## src/rtl/fmr_pkg.sv

```systemverilog
package fmr_pkg;
  localparam int SETUP_W = 16;
  localparam int WORD_W  = 32;
  localparam int ROUTE_W = 3;
  localparam int LINES   = 4;
  // opcode + up to 4 address bytes + up to 3 dummy bytes
  localparam int TX_MAX  = 8 + 8 * 4 + 8 * 3;

  typedef enum logic [1:0] {
    LANE_X1 = 2'd0,
    LANE_X2 = 2'd1,
    LANE_X4 = 2'd2
  } lane_e;

  typedef struct packed {
    logic [7:0] opcode;
    logic [2:0] addr_bytes;   // 1..4
    logic [1:0] dummy_bytes;  // 0..3
    lane_e      lane;
  } frame_cfg_t;

  typedef enum logic [1:0] {
    ST_IDLE = 2'd0,
    ST_RUN  = 2'd1,
    ST_GAP  = 2'd2
  } state_e;
endpackage

```

## src/rtl/fmr_route_decode.sv

```systemverilog
module fmr_route_decode
  import fmr_pkg::*;
#(
  parameter int NUM_CS = 4,
  localparam int IDX_W = (NUM_CS > 1) ? $clog2(NUM_CS) : 1
) (
  input  logic                      map_en_i,
  input  logic [ROUTE_W-1:0]        route_i,
  input  logic [NUM_CS*SETUP_W-1:0] setup_i,
  output logic                      sel_ok_o,
  output logic [IDX_W-1:0]          sel_idx_o,
  output frame_cfg_t                cfg_o
);
  logic [SETUP_W-1:0] slot [NUM_CS];
  logic [SETUP_W-1:0] word;

  for (genvar n = 0; n < NUM_CS; n++) begin : g_slot
    assign slot[n] = setup_i[n*SETUP_W +: SETUP_W];
  end

  assign sel_ok_o  = map_en_i && (route_i != '0) && (32'(route_i) <= NUM_CS);
  assign sel_idx_o = IDX_W'(route_i - ROUTE_W'(1));

  always_comb begin
    word = '0;
    for (int n = 0; n < NUM_CS; n++) begin
      if (IDX_W'(n) == sel_idx_o) word = slot[n];
    end
  end

  always_comb begin
    cfg_o.opcode      = word[7:0];
    cfg_o.addr_bytes  = {1'b0, word[9:8]} + 3'd1;
    cfg_o.dummy_bytes = word[11:10];
    unique case (word[13:12])
      2'd1:    cfg_o.lane = LANE_X2;
      2'd3:    cfg_o.lane = LANE_X4;
      default: cfg_o.lane = LANE_X1;
    endcase
  end
endmodule

```

## src/rtl/fmr_sclk_tick.sv

```systemverilog
module fmr_sclk_tick #(
  parameter int HALF_DIV = 2,
  localparam int CW = (HALF_DIV > 1) ? $clog2(HALF_DIV) : 1
) (
  input  logic clk_i,
  input  logic rst_ni,
  input  logic run_i,
  output logic tick_o
);
  logic [CW-1:0] hc_q;

  assign tick_o = run_i && (hc_q == CW'(HALF_DIV - 1));

  always_ff @(posedge clk_i or negedge rst_ni) begin
    if (!rst_ni)                hc_q <= '0;
    else if (!run_i || tick_o)  hc_q <= '0;
    else                        hc_q <= hc_q + CW'(1);
  end

  AST_TICK_NEEDS_RUN: assert property (@(posedge clk_i) disable iff (!rst_ni)
    !run_i |=> hc_q == '0);
endmodule

```

## src/rtl/fmr_serdes.sv

```systemverilog
module fmr_serdes
  import fmr_pkg::*;
#(
  localparam int CYC_W = $clog2(TX_MAX + WORD_W + 1)
) (
  input  logic              clk_i,
  input  logic              rst_ni,
  input  logic              load_i,
  input  frame_cfg_t        cfg_i,
  input  logic [31:0]       addr_i,
  input  logic              active_i,
  input  logic              tick_i,
  input  logic [LINES-1:0]  io_i,
  output logic [LINES-1:0]  io_o,
  output logic [LINES-1:0]  io_oe_o,
  output logic              sclk_o,
  output logic              last_o,
  output logic [WORD_W-1:0] word_o
);
  logic [TX_MAX-1:0] tx_q;
  logic [WORD_W-1:0] rx_q;
  logic [CYC_W-1:0]  cyc_q, txb_q, tot_q;
  logic [CYC_W-1:0]  txb_c, dcy_c;
  lane_e             lane_q;
  logic              sclk_q;
  logic              in_data;
  logic [31:0]       addr_al;

  assign addr_al = addr_i << {3'd4 - cfg_i.addr_bytes, 3'b000};
  assign txb_c   = CYC_W'(8) + CYC_W'({cfg_i.addr_bytes, 3'b000})
                 + CYC_W'({cfg_i.dummy_bytes, 3'b000});

  always_comb begin
    unique case (cfg_i.lane)
      LANE_X2: dcy_c = CYC_W'(WORD_W / 2);
      LANE_X4: dcy_c = CYC_W'(WORD_W / 4);
      default: dcy_c = CYC_W'(WORD_W);
    endcase
  end

  assign in_data = cyc_q >= txb_q;
  assign last_o  = active_i && tick_i && sclk_q && (cyc_q == tot_q - CYC_W'(1));
  assign sclk_o  = sclk_q;
  assign word_o  = rx_q;
  assign io_o    = {{(LINES-1){1'b0}}, tx_q[TX_MAX-1]};
  assign io_oe_o = (active_i && !in_data) ? LINES'(1) : '0;

  always_ff @(posedge clk_i or negedge rst_ni) begin
    if (!rst_ni) begin
      tx_q   <= '0;
      rx_q   <= '0;
      cyc_q  <= '0;
      txb_q  <= CYC_W'(8);
      tot_q  <= CYC_W'(8);
      lane_q <= LANE_X1;
      sclk_q <= 1'b0;
    end else if (load_i) begin
      tx_q   <= {cfg_i.opcode, addr_al, {(TX_MAX-40){1'b0}}};
      rx_q   <= '0;
      cyc_q  <= '0;
      txb_q  <= txb_c;
      tot_q  <= txb_c + dcy_c;
      lane_q <= cfg_i.lane;
      sclk_q <= 1'b0;
    end else if (active_i && tick_i) begin
      if (!sclk_q) begin
        sclk_q <= 1'b1;
        if (in_data) begin
          unique case (lane_q)
            LANE_X2: rx_q <= {rx_q[WORD_W-3:0], io_i[1:0]};
            LANE_X4: rx_q <= {rx_q[WORD_W-5:0], io_i[3:0]};
            default: rx_q <= {rx_q[WORD_W-2:0], io_i[1]};
          endcase
        end
      end else begin
        sclk_q <= 1'b0;
        if (!last_o) begin
          cyc_q <= cyc_q + CYC_W'(1);
          tx_q  <= {tx_q[TX_MAX-2:0], 1'b0};
        end
      end
    end
  end

  AST_CYC_BOUND: assert property (@(posedge clk_i) disable iff (!rst_ni)
    active_i |-> cyc_q < tot_q);
  AST_RX_ON_RISE: assert property (@(posedge clk_i) disable iff (!rst_ni)
    active_i && !$rose(sclk_q) && !load_i |-> $stable(rx_q) || $past(load_i));
endmodule

```

## src/rtl/flash_map_reader.sv

```systemverilog
module flash_map_reader
  import fmr_pkg::*;
#(
  parameter int NUM_CS   = 4,
  parameter int HALF_DIV = 2,
  parameter int ADDR_W   = 32,
  localparam int IDX_W   = (NUM_CS > 1) ? $clog2(NUM_CS) : 1
) (
  input  logic                      clk_i,
  input  logic                      rst_ni,
  input  logic                      map_en_i,
  input  logic [ROUTE_W-1:0]        cs_route_i,
  input  logic [NUM_CS*SETUP_W-1:0] setup_i,
  input  logic                      req_valid_i,
  input  logic [ADDR_W-1:0]         req_addr_i,
  output logic                      req_ready_o,
  output logic                      rsp_valid_o,
  output logic                      rsp_err_o,
  output logic [WORD_W-1:0]         rsp_data_o,
  output logic                      direct_allow_o,
  output logic                      sclk_o,
  output logic [NUM_CS-1:0]         cs_n_o,
  output logic [LINES-1:0]          io_o,
  output logic [LINES-1:0]          io_oe_o,
  input  logic [LINES-1:0]          io_i
);
  state_e          state_q;
  logic [IDX_W-1:0] cs_idx_q;
  logic            sel_ok;
  logic [IDX_W-1:0] sel_idx;
  frame_cfg_t      cfg;
  logic            accept, load, tick, last;
  logic [WORD_W-1:0] word;

  assign accept = req_valid_i && (state_q == ST_IDLE);
  assign load   = accept && sel_ok;

  fmr_route_decode #(.NUM_CS(NUM_CS)) u_dec (
    .map_en_i (map_en_i),
    .route_i  (cs_route_i),
    .setup_i  (setup_i),
    .sel_ok_o (sel_ok),
    .sel_idx_o(sel_idx),
    .cfg_o    (cfg)
  );

  fmr_sclk_tick #(.HALF_DIV(HALF_DIV)) u_tick (
    .clk_i (clk_i),
    .rst_ni(rst_ni),
    .run_i (state_q != ST_IDLE),
    .tick_o(tick)
  );

  fmr_serdes u_sd (
    .clk_i   (clk_i),
    .rst_ni  (rst_ni),
    .load_i  (load),
    .cfg_i   (cfg),
    .addr_i  (32'(req_addr_i)),
    .active_i(state_q == ST_RUN),
    .tick_i  (tick),
    .io_i    (io_i),
    .io_o    (io_o),
    .io_oe_o (io_oe_o),
    .sclk_o  (sclk_o),
    .last_o  (last),
    .word_o  (word)
  );

  always_ff @(posedge clk_i or negedge rst_ni) begin
    if (!rst_ni) begin
      state_q     <= ST_IDLE;
      cs_idx_q    <= '0;
      rsp_valid_o <= 1'b0;
      rsp_err_o   <= 1'b0;
      rsp_data_o  <= '0;
    end else begin
      rsp_valid_o <= 1'b0;
      unique case (state_q)
        ST_IDLE: if (accept) begin
          if (sel_ok) begin
            state_q  <= ST_RUN;
            cs_idx_q <= sel_idx;
          end else begin
            rsp_valid_o <= 1'b1;
            rsp_err_o   <= 1'b1;
            rsp_data_o  <= '0;
          end
        end
        ST_RUN: if (last) begin
          state_q     <= ST_GAP;
          rsp_valid_o <= 1'b1;
          rsp_err_o   <= 1'b0;
          rsp_data_o  <= word;
        end
        ST_GAP: if (tick) state_q <= ST_IDLE;
        default: state_q <= ST_IDLE;
      endcase
    end
  end

  for (genvar n = 0; n < NUM_CS; n++) begin : g_cs
    assign cs_n_o[n] = !((state_q == ST_RUN) && (cs_idx_q == IDX_W'(n)));
  end

  assign req_ready_o    = state_q == ST_IDLE;
  assign direct_allow_o = !map_en_i && (state_q == ST_IDLE);

  AST_ERR_NO_SPI: assert property (@(posedge clk_i) disable iff (!rst_ni)
    accept && !sel_ok |=> rsp_valid_o && rsp_err_o && (rsp_data_o == '0) && (&cs_n_o));
  AST_IDLE_SCLK_LOW: assert property (@(posedge clk_i) disable iff (!rst_ni)
    (&cs_n_o) |-> !sclk_o);
  AST_CS_HOLD: assert property (@(posedge clk_i) disable iff (!rst_ni)
    !(&cs_n_o) && !$past(&cs_n_o) |-> $stable(cs_n_o));
  AST_OK_AFTER_CS: assert property (@(posedge clk_i) disable iff (!rst_ni)
    rsp_valid_o && !rsp_err_o |-> (&cs_n_o) && !$past(&cs_n_o));
  AST_DIRECT_QUIET: assert property (@(posedge clk_i) disable iff (!rst_ni)
    direct_allow_o |-> (&cs_n_o) && (io_oe_o == '0));
endmodule

```

## config.mk

```make
export PLATFORM = sky130hd
export DESIGN_NAME = flash_map_reader
export DESIGN_NICKNAME = d
export VERILOG_FILES = /design/src/rtl/fmr_pkg.sv /design/src/rtl/fmr_route_decode.sv /design/src/rtl/fmr_sclk_tick.sv /design/src/rtl/fmr_serdes.sv /design/src/rtl/flash_map_reader.sv
export SDC_FILE = /design/constraint.sdc
export NUM_CORES = 1
export LEC_CHECK = 0
export BUFFER_PORTS_ARGS = -buffer_cell sky130_fd_sc_hd__buf_2
export CAP_MARGIN = 40
export CORE_MARGIN = 2
export CORE_UTILIZATION = 24
export DETAILED_ROUTE_END_ITERATION = 7
export GPL_TIMING_DRIVEN = 0
export MAX_ROUTING_LAYER = met4
export PLACE_DENSITY = 0.41
export SLEW_MARGIN = 0
export SYNTH_ARGS = -nofsm -noshare
export SYNTH_HDL_FRONTEND = slang
export SYNTH_SLANG_ARGS = --single-unit
export TNS_END_PERCENT = 20
```

## constraint.sdc

```tcl
create_clock -name clk_i -period 5.65 [get_ports clk_i]
set_clock_uncertainty 0.2 [all_clocks]
set_input_delay 0.8475 -clock clk_i [delete_from_list [all_inputs] [get_ports clk_i]]
set_output_delay 0.8475 -clock clk_i [all_outputs]
set_load 0.05 [all_outputs]
```

==> run metrics <==
outcome=finished, final reports clean; kind of critical path=in2reg; Yosys cell types=60; Max clock buf depth=2; worst vdd ir=254 uV; Antenna Nets Post-Route=0; core area=around 31000 um^2; vias per cell=just under 5; commonest cells after routing, fill and taps aside=buf_2 (146), dfrtp_1 (127), nand2_1 (106); FFs w/ async S/R, synth=100%; unrepaired setup endpoints after global routing=false; Die ar.=approximately 33000 um^2; sequential area share after synthesis=a little over two fifths; Slew HR=48.5%; placed cells=approximately 1400; setup bufs post-CTS=0; area grow syn2layout=24.4%; Post-layout nets=1169; CTS clock-pin slew for the worst setup and hold paths=approximately 0.07 ns; Syn. warnings=0; vias=between 7000 and 8000; # IOs=around 160; Post-CTS Resized=0; routability cong.=roughly 0.86; root buf cell=clkbuf_16; hold_buf cts=0; worst skew pair latency=between 0.4 and 0.5 ns; Pleak=4.06 nW; initial antenna violation count=0; top_reg_cell synth=dfrtp_1; total gr overflow=0; final setup TNS=0 ns; max-slew violations=0; Hold WS=between 0.2 and 0.3 ns; critical-path maximum fanout=10; Max Cap Violations=0; global-route wire length before repair=about 39000 um; synthesized area=7640 um^2; Final Setup Violations=0; Die H=182 um; detailed placer's ending HPWL=18100 um; TritonCTS buffer count=17; crit end category=flop; Seq cells post-synth=129; r2r setup slk=~2.5 ns; Port Buffers=about 140; startpoint types=input pin; layout cells sized above 1=around a fifth; HP Class=in2async; CTS H-tree depth=4; pin count of the biggest net entering global routing=76; DRT iter0 DRCs=481; CTS tree=yes; average routed wire per standard cell=between 15 and 20 um; commonest non-fill, non-tap cell in the layout=buf_2; Non-Filler Instances=around 1500; R2R Path Start=u_sd.tot_q[3]; row count=65; min Tclk post-route=4.37 ns; Clock Sinks=129; Cells after Synth=about 870; Post-route DRC=0; Post-Route WL=~24000 um; DRT Pass-1 Iters=7; Fin. Hold Viols=0; CP arrival=4.46 ns; Max Clk Rate=about 230 MHz; Worst-Margin Slew=between 0.7 and 0.8 ns; ant diodes=0; Post-synth EDFFs=0; Core Util, Final=a little under a third; Global Route Usage Sum=around 15%; Worst EP required=roughly 5.7 ns; number of global-route vias before repair=7109; initial core utilization=roughly a quarter; worst r2r path cells=9; Die W=182 um; worst reg2reg endpoint=rsp_data_o[16]; power per cell area=536 nW/um^2; period utilization=around 77%; Synth Area per Inst=approximately 8.8 um^2
[how the worst max path moves through the flow]
stage | from | end | slack (ns)
6_report | cs_route_i[0] | u_sd.tot_q[6] | 1.28
5_1_grt | cs_route_i[0] | u_sd.tx_q[38] | 0.93
4_1_cts | cs_route_i[0] | u_sd.tot_q[6] | 1.25
3_5_place_dp | cs_route_i[0] | u_sd.tot_q[6] | 0.79
3_3_place_gp | cs_route_i[0] | u_sd.tot_q[6] | 0.82
2_1_floorplan | cs_route_i[0] | u_sd.tot_q[6] | 1.46
[metal layers]
layer  global-route usage, %  vias up  share of wire [%]
li1                        -     3440                  -
met1                    20.7     3436                 49
met2                    24.0      171                 46
met3                    2.97       23                3.9
met4                    4.06        0                1.3
met5                       -        -                  0
[logic make-up after synthesis]
kind of cell	after synthesis	synth area share [%]
AO/OA/AOI/OAI	301	24.8
AND/OR/NAND/NOR	266	15.9
flip-flops	129	42.3
buffers and inverters	106	6.16
multiplexers	33	4.96
adder cells (fa/ha/maj)	24	4.23
XOR/XNOR	12	1.57
other	1	0.0491
[flip-flops by register name (all words and copies together) (netlist names)]
name,flops
u_sd.tot_q,4
state_q,2
u_tick.hc_q,1
u_sd.word_o,32
u_sd.txb_q,4
u_sd.cyc_q,7
u_sd.tx_q,40
cs_idx_q,2
u_sd.lane_q,2
u_sd.sclk_o,1
rsp_data_o,32
rsp_err_o,1
rsp_valid_o,1
[synthesized netlist by cell type (13+ instances only)]
master     count  area (um^2)
dfrtp_1      127         3180
nand2_1      106          398
o21ai_0      100          500
a21oi_1       74          370
nor2_1        64          240
a22oi_1       44          330
clkbuf_1      42          158
nand3_1       39          195
inv_1         29          109
ha_1          21          263
a2bb2oi_1     20          175
a211o_1       13          114
buf_1         13         48.8
[report_power, final]
group	switching (mW)	leakage [nW]	internal [mW]	total, mW
combinational	1.52	2.23	0.751	2.27
clock	0.445	0.281	0.704	1.15
sequential	0.344	1.55	1.33	1.67
total	2.31	4.06	2.79	5.09
[per-stage QoR]
| step | area, um^2 | setup slack, ns | power, mW |
|---|---|---|---|
| 6_report | 9500 | 1.28 | 5.09 |
| 5_1_grt | 9500 | 0.926 | 5.47 |
| 4_1_cts | 9500 | 1.25 | 5.15 |
| 3_5_place_dp | 8900 | 0.788 | 3.98 |
| 3_3_place_gp | 8870 | 0.817 | 3.97 |
| 2_1_floorplan | 7660 | 1.46 | 3.32 |
[area by class of cell]
class	instances	area, um^2
Sequential cell	129	3230
Clock inverter	13	160
Inverter	30	113
Timing Repair Buffer	142	739
Multi-Input combinational cell	642	3960
Buffer	76	358
Tap cell	402	503
Clock buffer	19	443
Fill cell	3373	22000
[worst max-delay path, cell delays in order]
cell and delay, ns:
buf_2 0.12, inv_1 0.06, ha_1 0.22, buf_6 0.15
clkbuf_1 0.23, nand3b_1 0.22, a21oi_1 0.16, a21oi_1 0.06
o21ai_0 0.46, fa_1 0.51, ha_1 0.20, inv_1 0.06
fa_1 0.43, inv_1 0.07, ha_1 0.24, a21oi_1 0.19
xnor2_1 0.14, o21ai_0 0.09
(Power assumes the default switching activity.)
